--- config.mk ---
export PLATFORM = sky130hd
export DESIGN_NAME = ipr_intr_unit
export DESIGN_NICKNAME = d
export VERILOG_FILES = /design/src/rtl/ipr_pkg.sv /design/src/rtl/ipr_soft_pend.sv /design/src/rtl/ipr_hw_sel.sv /design/src/rtl/ipr_arb.sv /design/src/rtl/ipr_intr_unit.sv
export SDC_FILE = /design/constraint.sdc
export NUM_CORES = 1
export LEC_CHECK = 0
export BUFFER_PORTS_ARGS = -buffer_cell sky130_fd_sc_hd__buf_2
export CORE_MARGIN = 1.5
export CORE_UTILIZATION = 35
export DETAILED_ROUTE_END_ITERATION = 12
export PLACE_DENSITY_LB_ADDON = 0.08
export SLEW_MARGIN = 0
export SYNTH_ARGS = -nofsm -noshare
export SYNTH_HDL_FRONTEND = slang
export SYNTH_SLANG_ARGS = --single-unit
--- constraint.sdc ---
create_clock -name clk -period 6.3 [get_ports clk]
set_clock_uncertainty 0.05 [all_clocks]
set_input_delay 1.26 -clock clk [delete_from_list [all_inputs] [get_ports clk]]
set_output_delay 1.26 -clock clk [all_outputs]
set_load 0.02 [all_outputs]
--- src/rtl/ipr_pkg.sv ---
// Shared definitions for the interrupt priority unit.
// Assumes: levels are 5-bit, software levels fit in 4 bits.
package ipr_pkg;
    typedef enum logic [1:0] {
        SRC_NONE = 2'd0,
        SRC_SOFT = 2'd1,
        SRC_BUS  = 2'd2,
        SRC_HALT = 2'd3
    } int_src_t;
endpackage

--- src/rtl/ipr_soft_pend.sv ---
// Pending software request register with highest-eligible selection.
// Assumes: bit 0 never stores a request; a set and a clear of the same
// bit in one cycle leave it set.
module ipr_soft_pend #(
    parameter int PEND_W = 16,
    parameter int LVL_W  = 5,
    localparam int SEL_W = $clog2(PEND_W)
) (
    input  logic              clk,
    input  logic              rst_n,
    input  logic              set_en,
    input  logic [SEL_W-1:0]  set_lvl,
    input  logic              clr_en,
    input  logic [SEL_W-1:0]  clr_lvl,
    input  logic [LVL_W-1:0]  thresh,
    output logic [PEND_W-1:0] pend,
    output logic              hit,
    output logic [SEL_W-1:0]  hit_lvl
);
    assign pend[0] = 1'b0;

    genvar k;
    generate
        for (k = 1; k < PEND_W; k++) begin : g_bit
            // Holds one pending level; set beats clear.
            always_ff @(posedge clk) begin
                if (!rst_n)
                    pend[k] <= 1'b0;
                else if (set_en && (set_lvl == SEL_W'(k)))
                    pend[k] <= 1'b1;
                else if (clr_en && (clr_lvl == SEL_W'(k)))
                    pend[k] <= 1'b0;
            end
        end
    endgenerate

    // Picks the highest pending level above the threshold.
    always_comb begin
        hit     = 1'b0;
        hit_lvl = '0;
        for (int i = 1; i < PEND_W; i++) begin
            if (pend[i] && (LVL_W'(i) > thresh)) begin
                hit     = 1'b1;
                hit_lvl = SEL_W'(i);
            end
        end
    end
endmodule

--- src/rtl/ipr_hw_sel.sv ---
// Eligibility of the bus request lines against the current level.
// Assumes: line i requests at level BASE_LVL + i.
module ipr_hw_sel #(
    parameter int LINES    = 4,
    parameter int LVL_W    = 5,
    parameter int BASE_LVL = 'h14
) (
    input  logic [LINES-1:0] lines,
    input  logic [LVL_W-1:0] thresh,
    output logic             hit
);
    logic [LINES-1:0] elig;

    genvar i;
    generate
        for (i = 0; i < LINES; i++) begin : g_line
            assign elig[i] = lines[i] && (LVL_W'(BASE_LVL + i) > thresh);
        end
    endgenerate

    // Any eligible line is enough: the adopted level is fixed.
    always_comb hit = |elig;
endmodule

--- src/rtl/ipr_arb.sv ---
// Final choice among halt, bus and software sources; forms outputs.
// Assumes: inputs already filtered for eligibility.
module ipr_arb
    import ipr_pkg::*;
#(
    parameter int LVL_W       = 5,
    parameter int SEL_W       = 4,
    parameter int BUSVEC_W    = 9,
    parameter int VEC_W       = 10,
    parameter int BUS_LVL     = 'h17,
    parameter int HALT_LVL    = 'h1F,
    parameter int SW_VEC_BASE = 'h80,
    parameter int HW_VEC_BASE = 'h200
) (
    input  logic                halt_hit,
    input  logic                bus_hit,
    input  logic                sw_hit,
    input  logic [SEL_W-1:0]    sw_lvl,
    input  logic [BUSVEC_W-1:0] bus_vec,
    output logic                take,
    output logic                sw_take,
    output logic [VEC_W-1:0]    vec_off,
    output logic [LVL_W-1:0]    new_ipl
);
    int_src_t src;

    // Fixed priority: halt, then bus, then software.
    always_comb begin
        if (halt_hit)     src = SRC_HALT;
        else if (bus_hit) src = SRC_BUS;
        else if (sw_hit)  src = SRC_SOFT;
        else              src = SRC_NONE;
    end

    // Builds vector offset and new level for the chosen source.
    always_comb begin
        take    = (src != SRC_NONE);
        sw_take = (src == SRC_SOFT);
        vec_off = '0;
        new_ipl = '0;
        case (src)
            SRC_HALT: new_ipl = LVL_W'(HALT_LVL);
            SRC_BUS: begin
                new_ipl = LVL_W'(BUS_LVL);
                vec_off = VEC_W'(HW_VEC_BASE) + VEC_W'(bus_vec);
            end
            SRC_SOFT: begin
                new_ipl = LVL_W'(sw_lvl);
                vec_off = VEC_W'(SW_VEC_BASE) + (VEC_W'(sw_lvl) << 2);
            end
            default: ;
        endcase
    end
endmodule

--- src/rtl/ipr_intr_unit.sv ---
// Top: current priority level, halt edge detect, and the three sources.
// Assumes: software adopts take in the same cycle; level reset is 0x1F.
module ipr_intr_unit #(
    parameter int LVL_W       = 5,
    parameter int PEND_W      = 16,
    parameter int HW_LINES    = 4,
    parameter int HW_BASE     = 'h14,
    parameter int BUS_LVL     = 'h17,
    parameter int HALT_LVL    = 'h1F,
    parameter int BUSVEC_W    = 9,
    parameter int VEC_W       = 10,
    parameter int SW_VEC_BASE = 'h80,
    parameter int HW_VEC_BASE = 'h200,
    localparam int SEL_W      = $clog2(PEND_W)
) (
    input  logic                clk,
    input  logic                rst_n,
    input  logic                lvl_wr,
    input  logic [LVL_W-1:0]    lvl_wdata,
    input  logic                sreq_wr,
    input  logic [SEL_W-1:0]    sreq_wdata,
    input  logic [HW_LINES-1:0] hw_req,
    input  logic [BUSVEC_W-1:0] bus_vec,
    input  logic                halt_req,
    output logic                take,
    output logic [VEC_W-1:0]    vec_off,
    output logic [LVL_W-1:0]    new_ipl,
    output logic [LVL_W-1:0]    cur_ipl,
    output logic [PEND_W-1:0]   soft_pend
);
    logic             halt_prev;
    logic             halt_hit;
    logic             bus_hit;
    logic             sw_hit;
    logic [SEL_W-1:0] sw_lvl;
    logic             sw_take;

    // Remembers last halt input for edge detection.
    always_ff @(posedge clk) begin
        if (!rst_n) halt_prev <= 1'b0;
        else        halt_prev <= halt_req;
    end

    assign halt_hit = halt_req && !halt_prev;

    // Current level: a take wins over a direct write.
    always_ff @(posedge clk) begin
        if (!rst_n)      cur_ipl <= LVL_W'(HALT_LVL);
        else if (take)   cur_ipl <= new_ipl;
        else if (lvl_wr) cur_ipl <= lvl_wdata;
    end

    ipr_soft_pend #(
        .PEND_W (PEND_W),
        .LVL_W  (LVL_W)
    ) u_pend (
        .clk     (clk),
        .rst_n   (rst_n),
        .set_en  (sreq_wr && (sreq_wdata != '0)),
        .set_lvl (sreq_wdata),
        .clr_en  (sw_take),
        .clr_lvl (sw_lvl),
        .thresh  (cur_ipl),
        .pend    (soft_pend),
        .hit     (sw_hit),
        .hit_lvl (sw_lvl)
    );

    ipr_hw_sel #(
        .LINES    (HW_LINES),
        .LVL_W    (LVL_W),
        .BASE_LVL (HW_BASE)
    ) u_hw (
        .lines  (hw_req),
        .thresh (cur_ipl),
        .hit    (bus_hit)
    );

    ipr_arb #(
        .LVL_W       (LVL_W),
        .SEL_W       (SEL_W),
        .BUSVEC_W    (BUSVEC_W),
        .VEC_W       (VEC_W),
        .BUS_LVL     (BUS_LVL),
        .HALT_LVL    (HALT_LVL),
        .SW_VEC_BASE (SW_VEC_BASE),
        .HW_VEC_BASE (HW_VEC_BASE)
    ) u_arb (
        .halt_hit (halt_hit),
        .bus_hit  (bus_hit),
        .sw_hit   (sw_hit),
        .sw_lvl   (sw_lvl),
        .bus_vec  (bus_vec),
        .take     (take),
        .sw_take  (sw_take),
        .vec_off  (vec_off),
        .new_ipl  (new_ipl)
    );
endmodule

==> impl_results.md, run 1 <==
* Share of layout cells above drive strength 1 at 29.4%
* Io pins at 64
* Reg2reg start: cur_ipl[2]
* Slowest cell delay on critical path at 420 ps
* Clock transition at path regs at 70 ps
* DP HPWL at 3.92 mm
* Hold path depth at 2
* Vias per cell at 5.35
* Via count at 1868
* Unrepaired setup endpoints after global routing: false
* Dpl cells at 345
* H-Tree Level Count at 1
* Worst Tran Pin Value at 648 ps
* CP Buf/Inv Count at 3
* CP arrival at 3590 ps
* Antenna diodes at 0
* Max Cap Violations at 0
* Worst hold endpoint: u_pend.pend[12]
* Core area at 4720 µm²
* Sequential Area at approximately 420 µm²
* Initial DRC count at 99
* CP cell instances: buf_2 -> nor4_1 -> o221a_2 -> o22ai_1 -> nand2b_1 -> inv_1 -> ha_1 -> o21ai_0 -> a21oi_1 -> buf_2
* Critical path type: in -> out
* Nets at between 300 and 400
* Fmax at 0.204 GHz
* Placer Congestion at 0.833
* Worst path slowest cell: ha_1
* Setup violators final at 0
* Pre-antenna DRT Iters at 4
* # DRC at 0
* Synthesized flop and latch total at 21
* Reg-to-reg slack, setup at 2880 ps
* Element type at the critical path end: primary output
* Non-Filler Instances at approximately 350
* Die Y at 72.9 µm
* EDFF count, synth at 0
* Routed Antenna Nets at 0
* Fill cells at 522
* Synthesized cell area at around 1700 µm²
* Initial core utilization at 36.2%
* CTS tree: built
* Startpoint Class: input pin
* Distinct cells, synth at 60
* Synth Instances at 227
* Multi-input gate area at 1200 µm²
* Number of global-route vias before repair at 1614
* Reg-to-Reg End: u_pend.pend[6]
* Top FF cell, synth: dfxtp_1
* CP most frequent cell: buf_2
* Hold_buf cts at 0
* Tcrit/Tclk final at 77.8%
* Crit path max-delay family: compound AO/OA/AOI/OAI gates
* Total of warnings raised by yosys at 0
* Outcome: completed
* Final Hold Fails at 0
* Tmin final at 4900 ps
* Total grt overflow at 0
* Leakage at 0.000915 µW
* CTS buffer count at 3
* CTS root buf: clkbuf_8
* Hold Startpoint: u_pend.pend[12]
* Area grow syn2layout at 22.2%
* Largest net degree at the start of global routing at 28
* Path depth of the worst reg2reg path at 11
* Max transition margin at 56.4%
* Post-synthesis sequential area ratio at roughly a quarter
* Initial antenna violation count at 0
* HP Class: reg -> reg
* Crit path max fanout at 12
* Wire per inst at 14.4 µm
* Asr flop ratio synth at 0%
* P per Cell Area at 208 nW/µm²
* Syn_nets at 260
* Rows at 25
* Max-slew violations at 0
* Clock Latency Late Sink at 260 ps
* Max clock buf depth at 2
* Die Width at roughly 73 µm
* Peak VDD IR at 0.0938 mV
* Post-CTS Setup Bufs at 0
* Die Footprint at 5310 µm²
* First-pass GRT wire length at 8.06 mm
* Critical path required time at 4990 ps
* Post-Route Utilization at 44.2%
* WL final at 5.02 mm
* TNS Setup at 0 ps
* CTS sink count at 21
* Syn Area/Cell at 7.52 µm²
* Cts repair resizes at 0
* Port bufs at 62
* Global Route Usage Sum at slightly below 20%
[through the flow]
step           setup WS (ps)  hold WS [ps]  cell area (µm²)  power, µW
2_1_floorplan           1600           505             1710        297
3_3_place_gp            1520           456             2040        350
3_5_place_dp            1460           458             2040        349
4_1_cts                 1440           471             2090        439
5_1_grt                 1170           492             2090        468
6_report                1400           471             2090        435
[Yosys cell counts (all sizes together) (3+ instances only)]
master  number  area (µm²)
nand2       30         113
dfxtp       21         420
o21ai       21         105
a21oi       14        70.1
nand3       13        65.1
nor2        12        47.6
and2         8        50.1
nor2b        8        50.1
o211ai       8        65.1
inv          7        26.3
nor3         7        40.0
clkbuf       6        22.5
ha           6        75.1
nand2b       6        37.5
buf          5        38.8
nand4        5        46.3
o31ai        5        37.5
a21boi       4        30.0
and3         3        23.8
o22ai        3        18.8
[cell families after synthesis]
kind of cell    count (synthesis)  share of synthesized area, %
simple gates                  104                          33.6
fa+ha+maj                       6                          4.40
mux                             3                          1.83
flops                          21                          24.6
buf+inv                        18                          5.13
compound gates                 74                          30.3
other cells                     1                         0.220
[how the worst max path moves through the flow]
| stage | start | end | slack, ps | cells after the start |
|---|---|---|---|---|
| after floorplan | hw_req[0] | new_ipl[2] | 1600 | 9 |
| after global placement | hw_req[0] | new_ipl[2] | 1520 | 9 |
| after detailed placement | hw_req[0] | new_ipl[2] | 1460 | 10 |
| after CTS | hw_req[0] | new_ipl[2] | 1440 | 10 |
| after global routing | hw_req[0] | new_ipl[2] | 1170 | 10 |
| final | hw_req[0] | new_ipl[2] | 1400 | 10 |
[worst min-delay path, delay by kind of cell (launching register included)]
| kind | cells | cell delay, ps |
|---|---|---|
| AO/OA/AOI/OAI | 1 | 60 |
| flip-flops | 1 | 340 |
| AND/OR/NAND/NOR | 1 | 80 |
[where the power goes]
group / switching (µW) / total [µW] / internal, µW
Clock: 44.4 / 88.5 / 44.0
Combinational: 112 / 175 / 63.5
Sequential: 29.5 / 171 / 142
[final cells by class]
cell class / instances / area share (%)
flip-flops and latches: 21 / 20.1
clock buffers: 3 / 1.98
well taps: 67 / 4.02
multi-input cells: 188 / 57.5
repair buffers: 62 / 14.9
clock inverters: 1 / 0.240
inverters: 7 / 1.26
[state kept, by name, indices dropped and copies added, names as in the netlist]
register / flops
cur_ipl: 5
u_pend.pend: 15
halt_prev: 1
[metal layers]
| layer | routed length, µm | GRT usage (%) | up-vias |
|---|---|---|---|
| met2 | 2120 | 26.9 | 60 |
| met1 | 2580 | 30.7 | 854 |
| met4 | 59 | 6.92 | 0 |
| met3 | 270 | 1.93 | 4 |
| met5 | 0 | 0 | - |
| li1 | - | - | 950 |
[layout by cell type, fill, tap and decap left out, types with 6 or more instances in the layout]
master / instances
buf_2: 62
nand2_1: 30
dfxtp_1: 21
o21ai_0: 18
a21oi_1: 14
nand3_1: 13
nor2_1: 11
nor2b_1: 8
and2_1: 8
o211ai_1: 7
inv_1: 6
nand2b_1: 6
nor3_1: 6
ha_1: 6
(Power assumes the default switching activity.)
==> run 2, diff against run 1 <==
==> constraint.sdc (replaced) <==
create_clock -name clk -period 4.9 [get_ports clk]
set_clock_uncertainty 0.05 [all_clocks]
set_input_delay 0.98 -clock clk [delete_from_list [all_inputs] [get_ports clk]]
set_output_delay 0.98 -clock clk [all_outputs]
set_load 0.02 [all_outputs]
==> run 2 against run 1 <==
Effect of this change: count of clock-buffer cells in the layout grew 1; sequential share of layout area is essentially flat; critical path depth is the same; first-iteration DRC count grew 2.0%; worst hold slack lost 3.5 ps; total power grew 28%; flip-flop and latch count is the same.
==> impl_results.md, run 2 (synthesis results as in run 1) <==
* Pre-antenna DRT Iters at 4
* Net Sw Power at between 200 and 250 µW
* Io pins at 64
* Placer Congestion at 0.833
* Fmax at 0.232 GHz
* WL final at 5.02 mm
* Element type at the critical path end: primary output
* Vias per cell at 5.41
* CP arrival at 3290 ps
* Initial core utilization at 36.2%
* Number of global-route vias before repair at 1657
* Reg-to-Reg End: u_pend.pend[7]
* Total grt overflow at 0
* Leakage at 0.000912 µW
* Cts repair resizes at 0
* Setup slack after layout at 581 ps
* Max-slew violations at 0
* Reg with most FFs: u_pend.pend
* Tmin final at around 4300 ps
* Routed Antenna Nets at 0
* First-pass GRT wire length at 7.91 mm
* # DRC at 0
* Clock Latency Late Sink at 250 ps
* Clk pwr share at 20.4%
* Startpoint Class: input pin
* TNS Setup at 0 ps
* Crit path max fanout at 12
* Int Power at approximately 320 µW
* Max reg flops at 15
* CTS root buf: clkbuf_8
* Share of layout cells above drive strength 1 at 29.1%
* Top flop regs: u_pend.pend: 15 flops, cur_ipl: 5 flops, halt_prev: 1 flops
* Dpl cells at 345
* Via count at ~1900
* P per Cell Area at 268 nW/µm²
* CTS sink count at 21
* Slowest cell delay on critical path at 410 ps
* Max transition margin at 55.1%
* Commonest non-fill, non-tap cell in the layout: buf_2
* Initial antenna violation count at 0
* CTS buffer count at 3
* HP Class: reg -> reg
* Area grow syn2layout at 22.1%
* Peak VDD IR at 0.130 mV
* DP HPWL at 3.95 mm
* Outcome: completed
* CP most frequent cell: buf_2
* Worst path slowest cell: ha_1
* Core area at 4720 µm²
* Sequential group share of total power at between 30% and 40%
* Hold_buf cts at 0
* Die Width at 72.9 µm
* Tcrit/Tclk final at a little under 90%
* DP Worst Slack at 606 ps
* Switching portion of total power at 42.4%
* Max Cap Violations at 0
* Reg-to-reg slack, setup at ~1500 ps
* Commonest cells after routing, fill and taps aside: buf_2 (62), nand2_1 (30), dfxtp_1 (21)
* Setup violators final at 0
* Max clock buf depth at 2
* Die Footprint at 5310 µm²
* Wire per inst at 14.4 µm
* Reg2reg start: cur_ipl[2]
* Nets at 316
* Path depth of the worst reg2reg path at 11
* Critical path type: in -> out
* Unrepaired setup endpoints after global routing: false
* CTS tree: built
* Clock transition at path regs at 80 ps
* Antenna diodes at 0
* Logic gate share of total power at 40.2%
* Global Route Usage Sum at 18.9%
* Post-CTS Setup Bufs at 0
* Critical path required time at just under 4000 ps
* Initial DRC count at 101
* H-Tree Level Count at 1
* Largest net degree at the start of global routing at 28
* Crit path from: hw_req[0]
* Final Hold Fails at 0
* CP cell instances: buf_2 -> nor4_1 -> o221a_2 -> o22ai_1 -> nand2b_1 -> inv_1 -> ha_1 -> o21ai_0 -> a21oi_1 -> buf_2
* Non-Filler Instances at ~350
* Worst Setup EP: new_ipl[2]
* Rows at 25
* Die Y at 72.9 µm
* Worst Tran Pin Value at 668 ps
* Port bufs at 62
run 2: per-layer routing:
layer / vias to the layer above / global-route usage, % / part of all wire [%] / routed length [µm]
met4: 0 / 4.40 / 0.90 / 45
li1: 949 / - / - / -
met3: 4 / 1.93 / 5.7 / 285
met2: 83 / 27.4 / 42 / 2100
met1: 853 / 29.6 / 52 / 2590
met5: - / 0 / 0 / 0
run 2: power by group through the flow:
stage	clock (µW)	sequential (µW)	combinational [µW]
floorplan	0	213	169
global placement	0	224	226
detailed placement	0	225	224
CTS	117	220	225
global route	124	225	248
finish	114	220	224
run 2: final cells by class:
class	count	area (µm²)
multi-input combinational	188	1200
clock buffer	4	45.0
fill	513	2640
tap	67	83.8
inverter	7	26.3
sequential	21	420
timing repair buffer	62	310
run 2: worst max-delay path: cells and delay by family:
family,cells,cell delay [ps]
AO/OA/AOI/OAI,4,830
adder cells (fa/ha/maj),1,410
buffers and inverters,3,430
AND/OR/NAND/NOR,2,620
run 2: through the flow:
step / utilization, % / power (µW) / hold WS, ps / instance area (µm²)
2_1_floorplan: - / 381 / 505 / 1710
3_3_place_gp: 43.2 / 450 / 456 / 2040
3_5_place_dp: 43.2 / 449 / 455 / 2040
4_1_cts: 44.2 / 562 / 467 / 2090
5_1_grt: 44.2 / 596 / 491 / 2090
6_report: 44.2 / 559 / 468 / 2090
run 2: worst min-delay path by stage:
stage / from / to / slack [ps] / cells past startpoint
final: u_pend.pend[12] / u_pend.pend[12] / 470 / 2
after detailed placement: u_pend.pend[7] / u_pend.pend[7] / 460 / 2
after CTS: u_pend.pend[12] / u_pend.pend[12] / 470 / 2
after global routing: u_pend.pend[12] / u_pend.pend[12] / 490 / 2
after floorplan: u_pend.pend[8] / u_pend.pend[8] / 500 / 2
after global placement: u_pend.pend[7] / u_pend.pend[7] / 460 / 2
==> run 3, diff against run 2 <==
--- a/config.mk
+++ b/config.mk
@@ -6,7 +6,7 @@
 export NUM_CORES = 1
 export LEC_CHECK = 0
 export BUFFER_PORTS_ARGS = -buffer_cell sky130_fd_sc_hd__buf_2
-export CORE_MARGIN = 1.5
+export CORE_MARGIN = 8
 export CORE_UTILIZATION = 35
 export DETAILED_ROUTE_END_ITERATION = 12
 export PLACE_DENSITY_LB_ADDON = 0.08
==> run 3 against run 2 <==
Effect of this change: total power is 0.99% higher; cell area is the same; combinational power increased by 2%; non-clock buffer count unchanged; flip-flop and latch count stayed put; utilization did not move; critical path depth up 2.
==> impl_results.md, run 3 (synthesis results as in run 1) <==
* Hold_buf cts at 0
* Clk pwr share at 20.5%
* Clock Latency Late Sink at 260 ps
* Reg-to-Reg End: u_pend.pend[6]
* Top flop regs: u_pend.pend: 15 flops, cur_ipl: 5 flops, halt_prev: 1 flops
* Sequential Area at between 400 and 500 µm²
* Logic gate share of total power at 40.6%
* CP most frequent cell: nor2_1
* Reg-to-reg slack, setup at 1480 ps
* Switching portion of total power at 42.9%
* Worst Tran Pin Value at 653 ps
* Wire per inst at 15.9 µm
* Worst path slowest cell: dfxtp_1
* Pre-antenna DRT Iters at 5
* P per Cell Area at about 270 nW/µm²
* Dpl cells at about 350
* Element type at the critical path end: primary output
* Slowest cell delay on critical path at 490 ps
* Antenna diodes at 0
* Max transition margin at 56.1%
* Fill cells at 496
* CTS root buf: clkbuf_8
* Total grt overflow at 0
* Fin area at 2090 µm²
* Sequential group share of total power at about two fifths
* Outcome: completed
* Tcrit/Tclk final at about nine tenths
* Initial antenna violation count at 0
* Port bufs at 62
* Net Sw Power at 242 µW
* CP arrival at 3310 ps
* DP HPWL at 4.38 mm
* Crit path max fanout at 15
* Reg2reg start: cur_ipl[2]
* Vias per cell at between 5 and 6
* Peak VDD IR at between 0.09 and 0.1 mV
* Clock transition at path regs at 80 ps
* Max clock buf depth at 2
* Die Width at 85.9 µm
* Fmax at 0.230 GHz
* Path depth of the worst reg2reg path at 11
* Setup slack after layout at 562 ps
* CTS tree: built
* Leakage at 0.000912 µW
* Die Footprint at ~7400 µm²
* Max Cap Violations at 0
* Int Power at 322 µW
* H-Tree Level Count at 1
* Io pins at between 60 and 70
* HP Class: reg -> reg
* # DRC at 0
* Non-Filler Instances at around 350
* Max reg flops at 15
* Critical path type: reg -> out
* Routed Antenna Nets at 0
* Max-slew violations at 0
* Unrepaired setup endpoints after global routing: false
* Hold path depth at 2
* Rows at 25
* Placer Congestion at 0.823
* Tmin final at 4340 ps
* CP cell instances: o21ai_0 -> a21oi_1 -> o211ai_1 -> or2_1 -> nor2_1 -> o21ai_0 -> inv_1 -> ha_1 -> nor2_1 -> a21boi_1 -> nor2_1 -> buf_2
* Core area at 4720 µm²
* Setup violators final at 0
* Pwr Total at ~560 µW
* CTS sink count at 21
* TNS Setup at 0 ps
* Multi-input gate area at 1200 µm²
* Commonest cells after routing, fill and taps aside: buf_2 (62), nand2_1 (30), dfxtp_1 (21)
* First-pass GRT wire length at 8.80 mm
* CTS buffer count at 3
* Hold Startpoint: u_pend.pend[7]
* DP Worst Slack at 604 ps
* WL final at 5.54 mm
* Area grow syn2layout at 22.1%
* Largest net degree at the start of global routing at 28
* Share of layout cells above drive strength 1 at 29.1%
* Global Route Usage Sum at 14.6%
* Critical path required time at 3870 ps
* Post-CTS Setup Bufs at 0
* Cts repair resizes at 0
* Final Hold Fails at 0
* Initial DRC count at between 100 and 150
* Die Y at 85.9 µm
* Startpoint Class: register
* Initial core utilization at 36.2%
* Reg with most FFs: u_pend.pend
* Nets at approximately 320
* Dpl cell area at 2040 µm²
* Via count at 1881
* Number of global-route vias before repair at about 1800
* Worst hold endpoint: u_pend.pend[7]
* Commonest non-fill, non-tap cell in the layout: buf_2
## run 3: power groups by stage
stage               logic, µW  clock network (µW)  registers, µW
global route              252                 124            224
global placement          229                   0            224
floorplan                 169                   0            213
finish                    229                 116            220
detailed placement        228                   0            224
CTS                       229                 120            219
## run 3: layout make-up
cell class | count | share of cell area, %
clock buffers | 4 | 2.16
inverters | 7 | 1.26
multi-input cells | 188 | 57.5
flip-flops and latches | 21 | 20.2
well taps | 67 | 4.02
repair buffers | 62 | 14.9
## run 3: worst max-delay path by stage
stage               cells after the start          to        from
floorplan                               9  new_ipl[2]   hw_req[0]
global route                           11  vec_off[8]  cur_ipl[2]
detailed placement                     11  new_ipl[0]   hw_req[0]
finish                                 12  new_ipl[0]  cur_ipl[2]
global placement                       11  new_ipl[0]   hw_req[0]
CTS                                    11  vec_off[0]  cur_ipl[2]
## run 3: per-stage QoR
step                      util, %  hold WS [ps]
after floorplan                 -           505
after global placement       43.2           455
after detailed placement     43.2           455
after CTS                    44.2           470
after global routing         44.2           509
final                        44.2           469
## run 3: critical path, delay by kind of cell (launching register included)
family                     cells  cell delay (ps)
buffers and inverters          2              320
and+or+nand+nor                4              570
AOI/OAI and AO/OA              5             1370
adders and majority gates      1              290
DFF                            1              490
## run 3: per-layer routing
metal	share of wire, %	up-vias	track usage, %
met3	8.8	5	3.25
met4	0.70	0	3.82
met5	0	-	0
met1	49	844	20.4
met2	42	86	21.8
li1	-	946	-
